<file path="config.mk">
export PLATFORM = sky130hd
export DESIGN_NAME = isa_caps_csr
export DESIGN_NICKNAME = d
export VERILOG_FILES = /design/src/rtl/isa_caps_pkg.sv /design/src/rtl/isa_caps_merge.sv /design/src/rtl/isa_caps_store.sv /design/src/rtl/isa_caps_view.sv /design/src/rtl/isa_caps_csr.sv
export SDC_FILE = /design/constraint.sdc
export NUM_CORES = 1
export LEC_CHECK = 0
export ABC_AREA = 0
export BUFFER_PORTS_ARGS = -buffer_cell sky130_fd_sc_hd__buf_2
export CORE_ASPECT_RATIO = 0.9
export CORE_UTILIZATION = 52
export CTS_BUF_LIST = sky130_fd_sc_hd__clkbuf_4
export DETAILED_ROUTE_END_ITERATION = 6
export GPL_TIMING_DRIVEN = 0
export PLACE_DENSITY = 0.88
export SLEW_MARGIN = 20
export SYNTH_ARGS = -nofsm -noshare
export SYNTH_HDL_FRONTEND = slang
export SYNTH_HIERARCHICAL = 1
export SYNTH_SLANG_ARGS = --single-unit
</file>
<file path="constraint.sdc">
create_clock -name clk -period 6.6 [get_ports clk]
set_input_delay 1.98 -clock clk [delete_from_list [all_inputs] [get_ports clk]]
set_output_delay 1.98 -clock clk [all_outputs]
set_load 0.01 [all_outputs]
</file>
<file path="src/rtl/isa_caps_pkg.sv">
package isa_caps_pkg;

    localparam int NLET = 26;

    localparam int L_A = 0;
    localparam int L_B = 1;
    localparam int L_C = 2;
    localparam int L_D = 3;
    localparam int L_F = 5;
    localparam int L_G = 6;
    localparam int L_H = 7;
    localparam int L_I = 8;
    localparam int L_M = 12;
    localparam int L_Q = 16;
    localparam int L_S = 18;
    localparam int L_U = 20;
    localparam int L_V = 21;

    localparam logic [11:0] ISA_CSR_ADDR = 12'h301;

    typedef logic [NLET-1:0] letter_vec_t;

    typedef struct packed {
        logic q;
        logic f;
        logic d;
    } fp_trio_t;

    function automatic letter_vec_t bit_of(int idx);
        letter_vec_t v;
        v = '0;
        v[idx] = 1'b1;
        return v;
    endfunction

    // Replace the summary position with the AND of its four members.
    function automatic letter_vec_t fold_summary(letter_vec_t v);
        letter_vec_t r;
        r = v;
        r[L_G] = v[L_A] & v[L_M] & v[L_F] & v[L_D];
        return r;
    endfunction

    function automatic fp_trio_t fp_pick(letter_vec_t v);
        fp_trio_t t;
        t.q = v[L_Q];
        t.f = v[L_F];
        t.d = v[L_D];
        return t;
    endfunction

    function automatic logic fp_trio_legal(fp_trio_t t);
        logic bad_fd;
        logic bad_q;
        bad_fd = !t.f && t.d;
        bad_q  = t.q && !(t.f && t.d);
        return !(bad_fd || bad_q);
    endfunction

    function automatic logic [1:0] width_code(int xw);
        return (xw == 64) ? 2'b10 : (xw == 128) ? 2'b11 : 2'b01;
    endfunction

endpackage

</file>
<file path="src/rtl/isa_caps_merge.sv">
module isa_caps_merge
    import isa_caps_pkg::*;
#(
    parameter letter_vec_t WMASK = '0
) (
    input  letter_vec_t cur,
    input  letter_vec_t wr_letters,
    output letter_vec_t nxt,
    output logic        reject
);

    letter_vec_t cand;
    fp_trio_t    cand_fp;
    fp_trio_t    keep_fp;

    always_comb begin
        cand    = (wr_letters & WMASK) | (cur & ~WMASK);
        cand_fp = fp_pick(cand);
        keep_fp = fp_pick(cur);
        reject  = !fp_trio_legal(cand_fp);
        nxt     = cand;
        if (reject) begin
            nxt[L_F] = keep_fp.f;
            nxt[L_D] = keep_fp.d;
            nxt[L_Q] = keep_fp.q;
        end
    end

endmodule

</file>
<file path="src/rtl/isa_caps_store.sv">
module isa_caps_store
    import isa_caps_pkg::*;
#(
    parameter letter_vec_t RST_VAL = '0
) (
    input  logic        clk,
    input  logic        rst,
    input  logic        load,
    input  letter_vec_t nxt,
    output letter_vec_t cur
);

    always_ff @(posedge clk) begin
        if (rst) begin
            cur <= RST_VAL;
        end else if (load) begin
            cur <= nxt;
        end
    end

endmodule

</file>
<file path="src/rtl/isa_caps_view.sv">
module isa_caps_view
    import isa_caps_pkg::*;
#(
    parameter int          XW        = 32,
    parameter bit          PRESENT   = 1'b1,
    parameter letter_vec_t FIXED_EN  = '0
) (
    input  logic [11:0]   rd_addr,
    input  letter_vec_t   cur,
    output logic [XW-1:0] rdata,
    output letter_vec_t   ext_en
);

    localparam int PAD = XW - 2 - NLET;

    letter_vec_t shown;
    logic [XW-1:0] word;

    assign shown = fold_summary(cur);

    generate
        if (PAD > 0) begin : g_pad
            assign word = {width_code(XW), {PAD{1'b0}}, shown};
        end else begin : g_nopad
            assign word = {width_code(XW), shown};
        end
    endgenerate

    generate
        if (PRESENT) begin : g_live
            assign rdata  = (rd_addr == ISA_CSR_ADDR) ? word : '0;
            assign ext_en = shown;
        end else begin : g_absent
            assign rdata  = '0;
            assign ext_en = FIXED_EN;
        end
    endgenerate

endmodule

</file>
<file path="src/rtl/isa_caps_csr.sv">
module isa_caps_csr
    import isa_caps_pkg::*;
#(
    parameter int          XW        = 32,
    parameter bit          PRESENT   = 1'b1,
    parameter letter_vec_t IMPL_MASK = bit_of(L_A) | bit_of(L_C) | bit_of(L_D) |
                                       bit_of(L_F) | bit_of(L_I) | bit_of(L_M) |
                                       bit_of(L_S) | bit_of(L_U),
    parameter letter_vec_t MUT_MASK  = bit_of(L_A) | bit_of(L_C) | bit_of(L_D) |
                                       bit_of(L_F)
) (
    input  logic          clk,
    input  logic          rst,
    input  logic [11:0]   csr_addr,
    input  logic          csr_we,
    input  logic [XW-1:0] csr_wdata,
    output logic [XW-1:0] csr_rdata,
    output letter_vec_t   ext_en
);

    localparam letter_vec_t IMPL_EFF = (IMPL_MASK | bit_of(L_I)) & ~bit_of(L_G);
    localparam letter_vec_t WMASK    = PRESENT ? (IMPL_EFF & MUT_MASK & ~bit_of(L_I)) : '0;
    localparam letter_vec_t RST_VAL  = PRESENT ? IMPL_EFF : '0;
    localparam letter_vec_t FIXED_EN = fold_summary(IMPL_EFF);
    localparam letter_vec_t RD_MOVE  = WMASK | bit_of(L_G);

    letter_vec_t cur_bits;
    letter_vec_t nxt_bits;
    logic        fp_reject;
    logic        wr_hit;

    assign wr_hit = PRESENT && csr_we && (csr_addr == ISA_CSR_ADDR);

    isa_caps_merge #(.WMASK(WMASK)) u_merge (
        .cur        (cur_bits),
        .wr_letters (csr_wdata[NLET-1:0]),
        .nxt        (nxt_bits),
        .reject     (fp_reject)
    );

    isa_caps_store #(.RST_VAL(RST_VAL)) u_store (
        .clk  (clk),
        .rst  (rst),
        .load (wr_hit),
        .nxt  (nxt_bits),
        .cur  (cur_bits)
    );

    isa_caps_view #(.XW(XW), .PRESENT(PRESENT), .FIXED_EN(FIXED_EN)) u_view (
        .rd_addr (csr_addr),
        .cur     (cur_bits),
        .rdata   (csr_rdata),
        .ext_en  (ext_en)
    );

endmodule

</file>
After elaboration in Yosys (flattened, before gate mapping)

Cells that the tools add are included.

Mux-type cells: 1
Reduce and logical (&&, ||, !) cells: 8
Equal/unequal tests: 1
Bitwise operators: 5

Operator list:

| operator                                                          | number |
|---|---|
| 31-bit 2-to-1 mux                                                 | 1 |
| 6-bit by 26-bit OR with 26-bit output                             | 1 |
| 12-bit by 10-bit == test with 1-bit output, second input constant | 1 |
| 1-bit logical AND                                                 | 4 |
| 1-bit AND                                                         | 3 |
| 1-bit zero test                                                   | 2 |
| 2-bit AND reduction                                               | 1 |
| 1-bit logical OR                                                  | 1 |
| 1-bit inverter                                                    | 1 |

Register bits after elaboration: 26
Output and inout bits: 58
Logic and storage cells: 17

Depth between registers and ports, before layout

Word-level depth: 7
Depth in mapped cells: 6
Depth with buffers taken out: 4

By module

Netlist, hierarchy kept.

By module, submodules not included:

| module         | area each (um^2) | instances | cells an instance |
|---|---|---|---|
| isa_caps_store | 962.2            | 1         | 84 |
| isa_caps_view  | 902.1            | 1         | 103 |
| isa_caps_merge | 224.0            | 1         | 32 |
| isa_caps_csr   | 45.0             | 1         | 5 |

Worst setup path before layout

OpenSTA, ideal clock, no wires.

Path type: input to output
Start point: input port csr_addr[11]
End point: output port csr_rdata[6]
Data required time: 4,620 ps
Data arrival time: 3,088 ps
Stages: 3
Slack: 1,532 ps
Path buffers: 1
Cell sequence: or4_4 > buf_6 > nor4_1

Longest elaborated chain between the ends: 2

Ends and longest elaborated chain:

| item                                       | line                | source |
|---|---|---|
| from (decl)                                | isa_caps_csr.sv:14  | `input logic [11:0] csr_addr,` |
| 12-bit by 10-bit == test with 1-bit output | isa_caps_view.sv:31 | `assign rdata = (rd_addr == ISA_CSR_ADDR) ? word : '0;` |
| 31-bit 2-to-1 mux                          | isa_caps_view.sv:31 |  |
| to (decl)                                  | isa_caps_csr.sv:17  | `output logic [XW-1:0] csr_rdata,` |

No other way between the ends.

Worst setup path after layout

Start point: input port csr_addr[5]
End point: output port csr_rdata[22]

The elaborated chain is that of the path after synthesis.

==> results.md <==
- The run finished with clean final reports.
- For this configuration, the core starts out at a cell density of between 50% and 60%.
- The iteration count of the initial detailed-routing pass is 4.
- In this run, CTS created clock tree buffers numbering 3.
- The H-tree depth is 1.
- In the final routed layout, each cell accounts on average for 13.0 µm.
- Summed over all failing endpoints, the final setup total negative slack is 0 ns.
- For this design, the CTS-stage hold fixing added 0 buffers.
- The cell count after synthesis is 218.
- The die width is 68.7 µm.
- In this run, the number of DRC markers left after iteration 0 of detailed routing was 70.
- The actual slew at the worst max-slew pin is 0.649 ns.
- The global-route total usage across every layer is a little over a fifth.
- The count of buffers added on input and output ports is 68.
- Once the clock tree was built, the resizer swapped 0 gates to a different size.
- The die is roughly 62 µm tall.
- The top cell types in the final layout, fill and taps aside, are sky130_fd_sc_hd__buf_2, sky130_fd_sc_hd__buf_4, sky130_fd_sc_hd__dfxtp_1.
- The final period utilization is 81.0%.
- The worst setup path is captured at an output port.
- The slack of the worst reg-to-reg path is 5.44 ns.
- The worst hold-check slack is 0.551 ns.
- The initial antenna violation count is 0.
- The min-delay analysis places its worst path in the category flip-flop to flip-flop.
- The placement row count is 21.
- The floorplan step defined a die boundary enclosing 4260 µm².
- The type of the worst setup path is input port to output port.
- The routed design has 4430 µm of wire.
- The analysis attributes to cell leakage a power of roughly 1.1 nW.
- The number of pins with negative max-slew slack in the final report is 0.
- The tool flagged a number of max-cap violations equal to 0.
- The via count of the first global-routing pass came to 1478.
- The number of nets with antenna violations after detailed routing is 0.
- For this run, the number of Yosys warnings is 6.
- In the final layout, the share of cells above drive strength 1 is a little under three fifths.
- After synthesis the cells add up to 2080 µm².
- The number of buffers inserted to repair setup after CTS is 0.
- After global routing the overflow that remains totals 0.
- The final HPWL from detailed placement is 3330 µm.
- The critical path ends at csr_rdata[22].
- Setup repair after global routing left no endpoint under its margin.
- The endpoint identified for the worst register-to-register timing path is u_store/cur[5]$_SDFFE_PP1P_.
- The total area inside the core boundary comes to 3780 µm².
- Summing over every cut layer, the via total after detailed routing is around 1800.
- Once placement completed, the tool counted placed cells totaling 336.
- Summing all multi-input logic gate instances after layout gives 1040 µm².
- The worst path needs 5.34 ns of the cycle, external delays included.
- The cell depth of the worst flop-to-flop path is 3.
- The CTS tree is built.
- At the end of the flow, the number of nets in the layout was between 300 and 400.
- The later pin in the worst-skew pair is clocked with a latency of 0.32 ns.
- STA puts the critical path data required time at 4.62 ns.
- The worst register-to-register path begins at u_store/cur[16]$_SDFFE_PP0P_.
- STA classifies the critical path startpoint as an input port.
- The maximum number of pins on one net before global-route repair is 15.
- The storage element area is 500 µm².
- The final standard cell count with taps included and fillers excluded is 340.
- Leaving out fill and tap cells, the most frequent cell in the layout is sky130_fd_sc_hd__buf_2.
- Static timing analysis puts the maximum clock frequency at 187 MHz.
- The layout has 337 filler cells.
- Clock tree synthesis selected as its root buffer the cell sky130_fd_sc_hd__clkbuf_4.
- The maximum fanout along the worst path is 10.
- The final estimated routing congestion in global placement is between 0.8 and 0.9.
- The register with the most flip-flops in the layout has 25 of them.
- The number of clock sinks is 25.
- A synthesized cell averages 9.56 µm².
- The total of endpoints with negative setup slack in the final report is 0.
- On the final layout, the worst clock skew is 0.00649 ns.
- The hold violation count in the final report is 0.
- The maximum clock insertion buffer count is 2.
- After clock tree synthesis, the clock-pin slew on the worst setup and hold paths is 0.13 ns.
- The repair_antennas step left the layout with diodes totalling 0.
- The wire length of the first global-routing pass is 6840 µm.
- In the routed layout, each cell is associated on average with a via count of 5.19.
- The top-level port count is 105.
- In this run the tightest slew margin relative to its limit is 56.7%.
- The register with the highest flop count is u_store/cur.
- VDD sags by at most 0.0720 mV.
- The most critical setup path has its startpoint at csr_addr[5].
- The power density over cell area is 101 nW/µm².
- In the routed design, unresolved DRC markers number 0.
- The post-synthesis to final-layout area growth is 21.1%.
- The data arrival time of the worst path is around 3.4 ns.
- The largest registers in the layout are u_store/cur x25.
==> layer usage <==
layer / GRT usage (%) / up-vias / part of all wire, %
met5: 0 / - / 0
met4: 5.83 / 0 / 1.1
met3: 3.10 / 6 / 4.8
met2: 37.4 / 52 / 49
met1: 28.9 / 815 / 45
li1: - / 892 / -
==> cell type report <==
type | count | area share (%)
Buffer | 73 | 21.7
Clock buffer | 3 | 0.892
Clock inverter | 1 | 0.198
Inverter | 2 | 0.297
Multi-Input combinational cell | 122 | 41.3
Sequential cell | 25 | 19.8
Tap cell | 46 | 2.28
Timing Repair Buffer | 68 | 13.5
==> how the worst min path moves through the flow <==
stage | from | endpoint | cells after the start
after CTS | u_store/cur[15]$_SDFFE_PP0P_ | u_store/cur[15]$_SDFFE_PP0P_ | 2
after detailed placement | u_store/cur[1]$_SDFFE_PP0P_ | u_store/cur[1]$_SDFFE_PP0P_ | 2
after global routing | u_store/cur[1]$_SDFFE_PP0P_ | u_store/cur[1]$_SDFFE_PP0P_ | 2
final | u_store/cur[15]$_SDFFE_PP0P_ | u_store/cur[15]$_SDFFE_PP0P_ | 2
after global placement | u_store/cur[21]$_SDFFE_PP0P_ | u_store/cur[21]$_SDFFE_PP0P_ | 2
after floorplan | u_store/cur[1]$_SDFFE_PP0P_ | u_store/cur[1]$_SDFFE_PP0P_ | 2
==> metrics by stage <==
stage	area, µm²	setup slack [ns]	power (mW)	util (%)
2_1_floorplan	2100	1.53	0.176	-
5_1_grt	2520	1.22	0.265	66.7
6_report	2520	1.26	0.255	66.7
3_5_place_dp	2500	1.25	0.187	66.0
4_1_cts	2520	1.25	0.257	66.7
3_3_place_gp	2500	1.29	0.187	66.0
==> worst max-delay path, stage by stage <==
cell                       delay (ns)
sky130_fd_sc_hd__buf_2           0.15
sky130_fd_sc_hd__clkbuf_1        0.21
sky130_fd_sc_hd__or4b_1          0.54
sky130_fd_sc_hd__nor4_1          0.28
sky130_fd_sc_hd__buf_2           0.20
==> report_power, final <==
part | switching (mW) | total, mW | internal (mW) | leakage [nW]
clock | 0.0473 | 0.0701 | 0.0227 | 0.0177
combinational | 0.0212 | 0.0336 | 0.0124 | 0.849
sequential | 0.0000119 | 0.151 | 0.151 | 0.202
(Power assumes the default switching activity.)
